### src/rtl/dde_pkg.sv
package dde_pkg;

  typedef enum logic [0:0] {ST_IDLE = 1'b0, ST_RUN = 1'b1} state_e;

  function automatic logic [63:0] pow10(input int unsigned e);
    logic [63:0] p;
    p = 64'd1;
    for (int unsigned k = 0; k < e; k++) p = p * 64'd10;
    return p;
  endfunction

endpackage

### src/rtl/dde_pow_table.sv
// Power of ten for each digit position, position 0 being the most significant.
module dde_pow_table #(
  parameter int unsigned W          = 20,
  parameter int unsigned NUM_DIGITS = 6,
  parameter int unsigned IDX_W      = 3
) (
  input  logic [IDX_W-1:0] idx_i,
  output logic [W-1:0]     pow_o
);
  import dde_pkg::*;

  localparam int unsigned SLOTS = 2 ** IDX_W;

  logic [W-1:0] tbl [SLOTS];

  for (genvar i = 0; i < SLOTS; i++) begin : g_tbl
    if (i < NUM_DIGITS) begin : g_live
      assign tbl[i] = W'(pow10(NUM_DIGITS - 1 - i));
    end else begin : g_pad
      assign tbl[i] = '1;
    end
  end

  assign pow_o = tbl[idx_i];

endmodule

### src/rtl/dde_sub_step.sv
// One compare-and-subtract: ge_o says the subtraction leaves a non-negative value.
module dde_sub_step #(
  parameter int unsigned W = 20
) (
  input  logic [W-1:0] work_i,
  input  logic [W-1:0] pow_i,
  output logic         ge_o,
  output logic [W-1:0] diff_o
);
  logic [W:0] full;

  assign full   = {1'b0, work_i} - {1'b0, pow_i};
  assign ge_o   = ~full[W];
  assign diff_o = full[W-1:0];

endmodule

### src/rtl/dec_digit_extractor.sv
module dec_digit_extractor #(
  parameter int unsigned IN_W       = 20,
  parameter int unsigned NUM_DIGITS = 6,
  parameter int unsigned DIGIT_W    = 4
) (
  input  logic                          clk_i,
  input  logic                          rst_ni,
  input  logic                          start_i,
  input  logic [IN_W-1:0]               value_i,
  output logic                          busy_o,
  output logic                          done_o,
  output logic                          overflow_o,
  output logic [NUM_DIGITS*DIGIT_W-1:0] digits_o
);
  import dde_pkg::*;

  localparam int unsigned IDX_W   = (NUM_DIGITS > 1) ? $clog2(NUM_DIGITS) : 1;
  localparam logic [63:0] MAX_VAL = pow10(NUM_DIGITS) - 64'd1;
  localparam logic [IDX_W-1:0] LAST_IDX = IDX_W'(NUM_DIGITS - 1);
  localparam int unsigned RUN_MAX = NUM_DIGITS * 10;
  localparam int unsigned RC_W    = $clog2(RUN_MAX + 2);

  state_e                        state_q;
  logic [IDX_W-1:0]              idx_q;
  logic [IN_W-1:0]               work_q;
  logic [DIGIT_W-1:0]            cnt_q;
  logic [NUM_DIGITS*DIGIT_W-1:0] digits_q;
  logic                          done_q;
  logic                          ovf_q;

  logic [IN_W-1:0] pow;
  logic [IN_W-1:0] diff;
  logic            ge;
  logic            in_range;

  dde_pow_table #(.W(IN_W), .NUM_DIGITS(NUM_DIGITS), .IDX_W(IDX_W)) u_pow (
    .idx_i (idx_q),
    .pow_o (pow)
  );

  dde_sub_step #(.W(IN_W)) u_sub (
    .work_i (work_q),
    .pow_i  (pow),
    .ge_o   (ge),
    .diff_o (diff)
  );

  assign in_range = (64'(value_i) <= MAX_VAL);

  always_ff @(posedge clk_i or negedge rst_ni) begin
    if (!rst_ni) begin
      state_q  <= ST_IDLE;
      idx_q    <= '0;
      work_q   <= '0;
      cnt_q    <= '0;
      digits_q <= '0;
      done_q   <= 1'b0;
      ovf_q    <= 1'b0;
    end else begin
      done_q <= 1'b0;
      unique case (state_q)
        ST_IDLE: begin
          if (start_i) begin
            if (in_range) begin
              work_q  <= value_i;
              idx_q   <= '0;
              cnt_q   <= '0;
              ovf_q   <= 1'b0;
              state_q <= ST_RUN;
            end else begin
              ovf_q  <= 1'b1;
              done_q <= 1'b1;
            end
          end
        end
        ST_RUN: begin
          if (ge) begin
            work_q <= diff;
            cnt_q  <= cnt_q + 1'b1;
          end else begin
            digits_q[DIGIT_W*int'(idx_q) +: DIGIT_W] <= cnt_q;
            cnt_q <= '0;
            if (idx_q == LAST_IDX) begin
              state_q <= ST_IDLE;
              done_q  <= 1'b1;
            end else begin
              idx_q <= idx_q + 1'b1;
            end
          end
        end
        default: state_q <= ST_IDLE;
      endcase
    end
  end

  assign busy_o     = (state_q == ST_RUN);
  assign done_o     = done_q;
  assign overflow_o = ovf_q;
  assign digits_o   = digits_q;

  // Run-length counter used only by the bound check below.
  logic [RC_W-1:0] run_cnt_q;
  always_ff @(posedge clk_i or negedge rst_ni) begin
    if (!rst_ni)     run_cnt_q <= '0;
    else if (busy_o) run_cnt_q <= run_cnt_q + 1'b1;
    else             run_cnt_q <= '0;
  end


  run_bound_chk: assert property (@(posedge clk_i) disable iff (!rst_ni)
    run_cnt_q <= RC_W'(RUN_MAX));


  digit_count_chk: assert property (@(posedge clk_i) disable iff (!rst_ni)
    busy_o |-> (cnt_q <= DIGIT_W'(9)));


  done_pulse_chk: assert property (@(posedge clk_i) disable iff (!rst_ni)
    done_o |=> !done_o);


  busy_fall_chk: assert property (@(posedge clk_i) disable iff (!rst_ni)
    $fell(busy_o) |-> done_o);


  accept_chk: assert property (@(posedge clk_i) disable iff (!rst_ni)
    (!busy_o && start_i && in_range) |=> (busy_o && !overflow_o));


  no_overflow_chk: assert property (@(posedge clk_i) disable iff (!rst_ni)
    (!busy_o && start_i && !in_range) |=> (overflow_o && done_o && !busy_o && $stable(digits_o)));


  for (genvar d = 0; d < NUM_DIGITS; d++) begin : g_dchk
    digit_range_chk: assert property (@(posedge clk_i) disable iff (!rst_ni)
      digits_o[d*DIGIT_W +: DIGIT_W] <= DIGIT_W'(9));
  end

endmodule

### config.mk
export PLATFORM = sky130hd
export DESIGN_NAME = dec_digit_extractor
export DESIGN_NICKNAME = d
export VERILOG_FILES = /design/src/rtl/dde_pkg.sv /design/src/rtl/dde_pow_table.sv /design/src/rtl/dde_sub_step.sv /design/src/rtl/dec_digit_extractor.sv
export SDC_FILE = /design/constraint.sdc
export NUM_CORES = 1
export LEC_CHECK = 0
export ABC_AREA = 1
export BUFFER_PORTS_ARGS = -buffer_cell sky130_fd_sc_hd__buf_2
export CORE_AREA = 2 2 91 93
export DETAILED_ROUTE_END_ITERATION = 10
export DIE_AREA = 0 0 93 95
export GPL_ROUTABILITY_DRIVEN = 0
export PLACE_DENSITY = 0.79
export SLEW_MARGIN = 20
export SYNTH_ARGS = -nofsm -noshare
export SYNTH_HDL_FRONTEND = slang
export SYNTH_SLANG_ARGS = --single-unit
### constraint.sdc
create_clock -name clk_i -period 3.1 [get_ports clk_i]
set_clock_uncertainty 0.2 [all_clocks]
set_input_delay 0.465 -clock clk_i [delete_from_list [all_inputs] [get_ports clk_i]]
set_output_delay 0.465 -clock clk_i [all_outputs]
set_load 0.01 [all_outputs]
==> results.md <==
* First-pass GRT wire length at 18.6 mm
* Number of synthesis warnings at 0
* Post-route clock period utilization at 0.941
* Reg2Reg Launch Point: idx_q[0]$_DFFE_PN0P_
* Number of max-cap violations at 0
* Per-cell via count in the routed design at 5.47
* Number of flops mapped to enable cells by yosys at 0
* Pin slew with the least headroom to its limit at 0.557 ns
* Number of nets in the synthesized netlist at 667
* Initial antenna violation count at 0
* Status: completed
* RSZ-0062 raised after global routing: true
* First drt pass iteration count at 5
* Library cell occupying the most area in the post-synthesis netlist: dfrtp_1
* Setup TNS at 0 ns
* Number of global-route vias before repair at 4112
* Number of pins with negative max-slew slack in the final report at 0
* Kind of launch point of the worst setup path: flop
* Dpl cells at 773
* Flip-flop and latch count after synthesis at 54
* Horizontal die dimension at 93 µm
* Post-detailed-route DRC marker count at 0
* Worst setup path category: flop to flop
* Fraction of the mapped netlist area in adder cells at 0.0916
* Xor/xnor share of the synthesized area at 0.00629
* Total grt overflow at 0
* Chip Height at 95 µm
* Core box area at 0.00793 mm²
* Mapped Avg Cell Area at 6.81 µm²
* Clock Tree Root: clkbuf_8
* Count of mapped cells out of synthesis at 614
* Net total in the final layout at 730
* Die ar. at 0.00884 mm²
* Number of buffers on the longest clock path at 2
* H-tree depth at 2
* Type of the worst min-delay path: input port to flop
* Number of non-filler instances in the completed layout at 783
* Antenna Diode Count at 0
* Most common cell in the netlist: nand2_1
* Max FO, Critical Path at 5
* Cell Area, Synth at 0.00418 mm²
* DR WL/cell at 14.4 µm
* Min Clock Period, post-route at 2.92 ns
* Post-DP HPWL at 8.87 mm
* I/O Buffers at 49
* Main combinational cell family by area after synthesis: simple AND/OR/NAND/NOR gates
* Clock slew at reported path FFs at 0.11 ns
* Top FF cell, synth: dfrtp_1
* Main area contributors after synthesis: dfrtp_1 32%, nand2_1 20%, ha_1 8.7%
* Reg-to-reg endpoint: digits_o[10]$_DFFE_PN0P_
* Number of different library cells in the post-synthesis netlist at 39
* Sinks on Clock Net at 54
* Crit path arrival time at 2.94 ns
* Commonest cells in the synthesized netlist: 218 x nand2_1, 62 x inv_1, 54 x dfrtp_1
* Reg2reg path depth at 15
* Simple-gate share of the synthesized area at 0.389
* # rows at 33
* Min-Delay Path Depth at 3
* Sequential area share after synthesis at 0.323
* Inserted Clock Buffers at 5
* Max Freq at 0.343 GHz
* Maximum number of pins on one net before global-route repair at 45
* Area of all placed cells without fillers at 0.00483 mm²
* DRC marker count from the first detailed-route iteration at 296
* Share of post-route cells with drive strength above 1 at 0.162
* Worst slew margin relative to its limit at 0.629
* Setup slack of the most critical reg-to-reg path at 0.18 ns
* Post-DRT Antenna Nets at 0
* Complex-gate fraction of the synthesized area at 0.112
* CTS tree: done
* Total global routing track utilization at 0.264
* Synth-to-layout area growth at 15.5%
* Core occupancy in the finished layout at 0.609
* Fraction of registers with async set/reset at 1.00
* Initial core utilization at 0.527
* Crit end category: flop
* Post-Place Cell Area at 0.00464 mm²
* Via total after detailed routing at 4285
* HP Start: start_i
* Latest clock arrival within the worst-skew pair at 0.32 ns
* Final hold vios at 0
* I/O pin cnt at 50
* Filler instances at 777
* Fraction of post-synthesis cell area in the top cell type by area at 0.323
* Wire length reported by the detailed router at 11.2 mm
* Total of endpoints with negative setup slack in the final report at 0
* Hold worst-path end: overflow_o$_DFFE_PN0P_
* Multiplexer area fraction after synthesis at 0
* Data required, critical path at 3.13 ns
## worst max path at each step
stage                          from                        to  slack (ns)  cells after the start
2_1_floorplan  idx_q[0]$_DFFE_PN0P_     work_q[6]$_DFFE_PN0P_        0.06                     16
3_3_place_gp   idx_q[1]$_DFFE_PN0P_   digits_o[8]$_DFFE_PN0P_        0.14                     15
3_5_place_dp   idx_q[1]$_DFFE_PN0P_  digits_o[10]$_DFFE_PN0P_        0.07                     15
4_1_cts        idx_q[1]$_DFFE_PN0P_  digits_o[10]$_DFFE_PN0P_        0.06                     15
5_1_grt        idx_q[1]$_DFFE_PN0P_     work_q[1]$_DFFE_PN0P_      -0.009                     15
6_report       idx_q[0]$_DFFE_PN0P_  digits_o[10]$_DFFE_PN0P_        0.18                     15
## cells in the final DEF, fill, tap and decap left out, types with 2 or more instances in the layout
cell type	count
a21o_1	2
a21oi_1	20
buf_12	2
buf_2	48
buf_4	17
clkbuf_8	5
dfrtp_1	53
ha_1	27
inv_1	61
inv_2	4
nand2_1	218
nand2_4	8
nand3_1	44
nand3_2	5
nand3b_1	4
nand4_1	10
nor2_1	47
nor2_4	4
nor3_1	12
nor4_1	5
o21ai_0	29
o21ai_1	21
o21ai_2	2
o21bai_1	2
o31ai_1	3
xor2_1	3
## sequential cells by signal (all words and copies together), names as in the netlist
signal      cells
digits_o       24
work_q         20
cnt_q           4
idx_q           3
busy_o          1
done_o          1
overflow_o      1
## critical path, cell delays in order, from the launching register on
cell	delay, ns
dfrtp_1	0.40
inv_1	0.07
buf_4	0.15
ha_1	0.21
a21oi_1	0.20
ha_1	0.32
a21oi_2	0.20
o21ai_2	0.08
buf_4	0.16
nand3_2	0.10
nand4_4	0.15
buf_4	0.20
nor2_4	0.12
nand2_1	0.12
nand2_1	0.09
nand2_1	0.05
## metal layers
layer | global-route usage | routed length (µm) | vias to the layer above
li1 | - | - | 2123
met1 | 0.325 | 4720 | 1979
met2 | 0.470 | 5560 | 150
met3 | 0.0327 | 596 | 33
met4 | 0.107 | 367 | 0
met5 | 0 | 0 | -
## area by class of cell
type / instances / area [µm²] / area share
Multi-Input combinational cell: 481 / 2560 / 0.529
Clock buffer: 5 / 68.8 / 0.0143
Clock inverter: 3 / 47.5 / 0.00985
Inverter: 67 / 254 / 0.0526
Timing Repair Buffer: 68 / 418 / 0.0866
Sequential cell: 54 / 1350 / 0.280
Tap cell: 105 / 131 / 0.0272
## cells by family after synthesis
group,Yosys count
buf+inv,79
flops,54
xor+xnor,3
fa+ha+maj,30
simple gates,362
compound gates,86
## per-stage QoR
step,hold WS (ns),setup WS [ns]
floorplan,-0.0306,0.0614
global placement,0.253,0.136
detailed placement,0.258,0.0688
CTS,0.131,0.0585
global route,0.261,-0.00904
finish,0.231,0.183
## timing repair
item / in CTS / in global routing
buffers inserted: 0 / 1
hold endpoints to repair: 0 / 43
gates resized for setup: 0 / 16
setup endpoints to repair: 0 / 47
hold buffers: 0 / 1
Power is not shown: default switching activity piles up to over one toggle a cycle in this logic, so the estimate is an artifact.
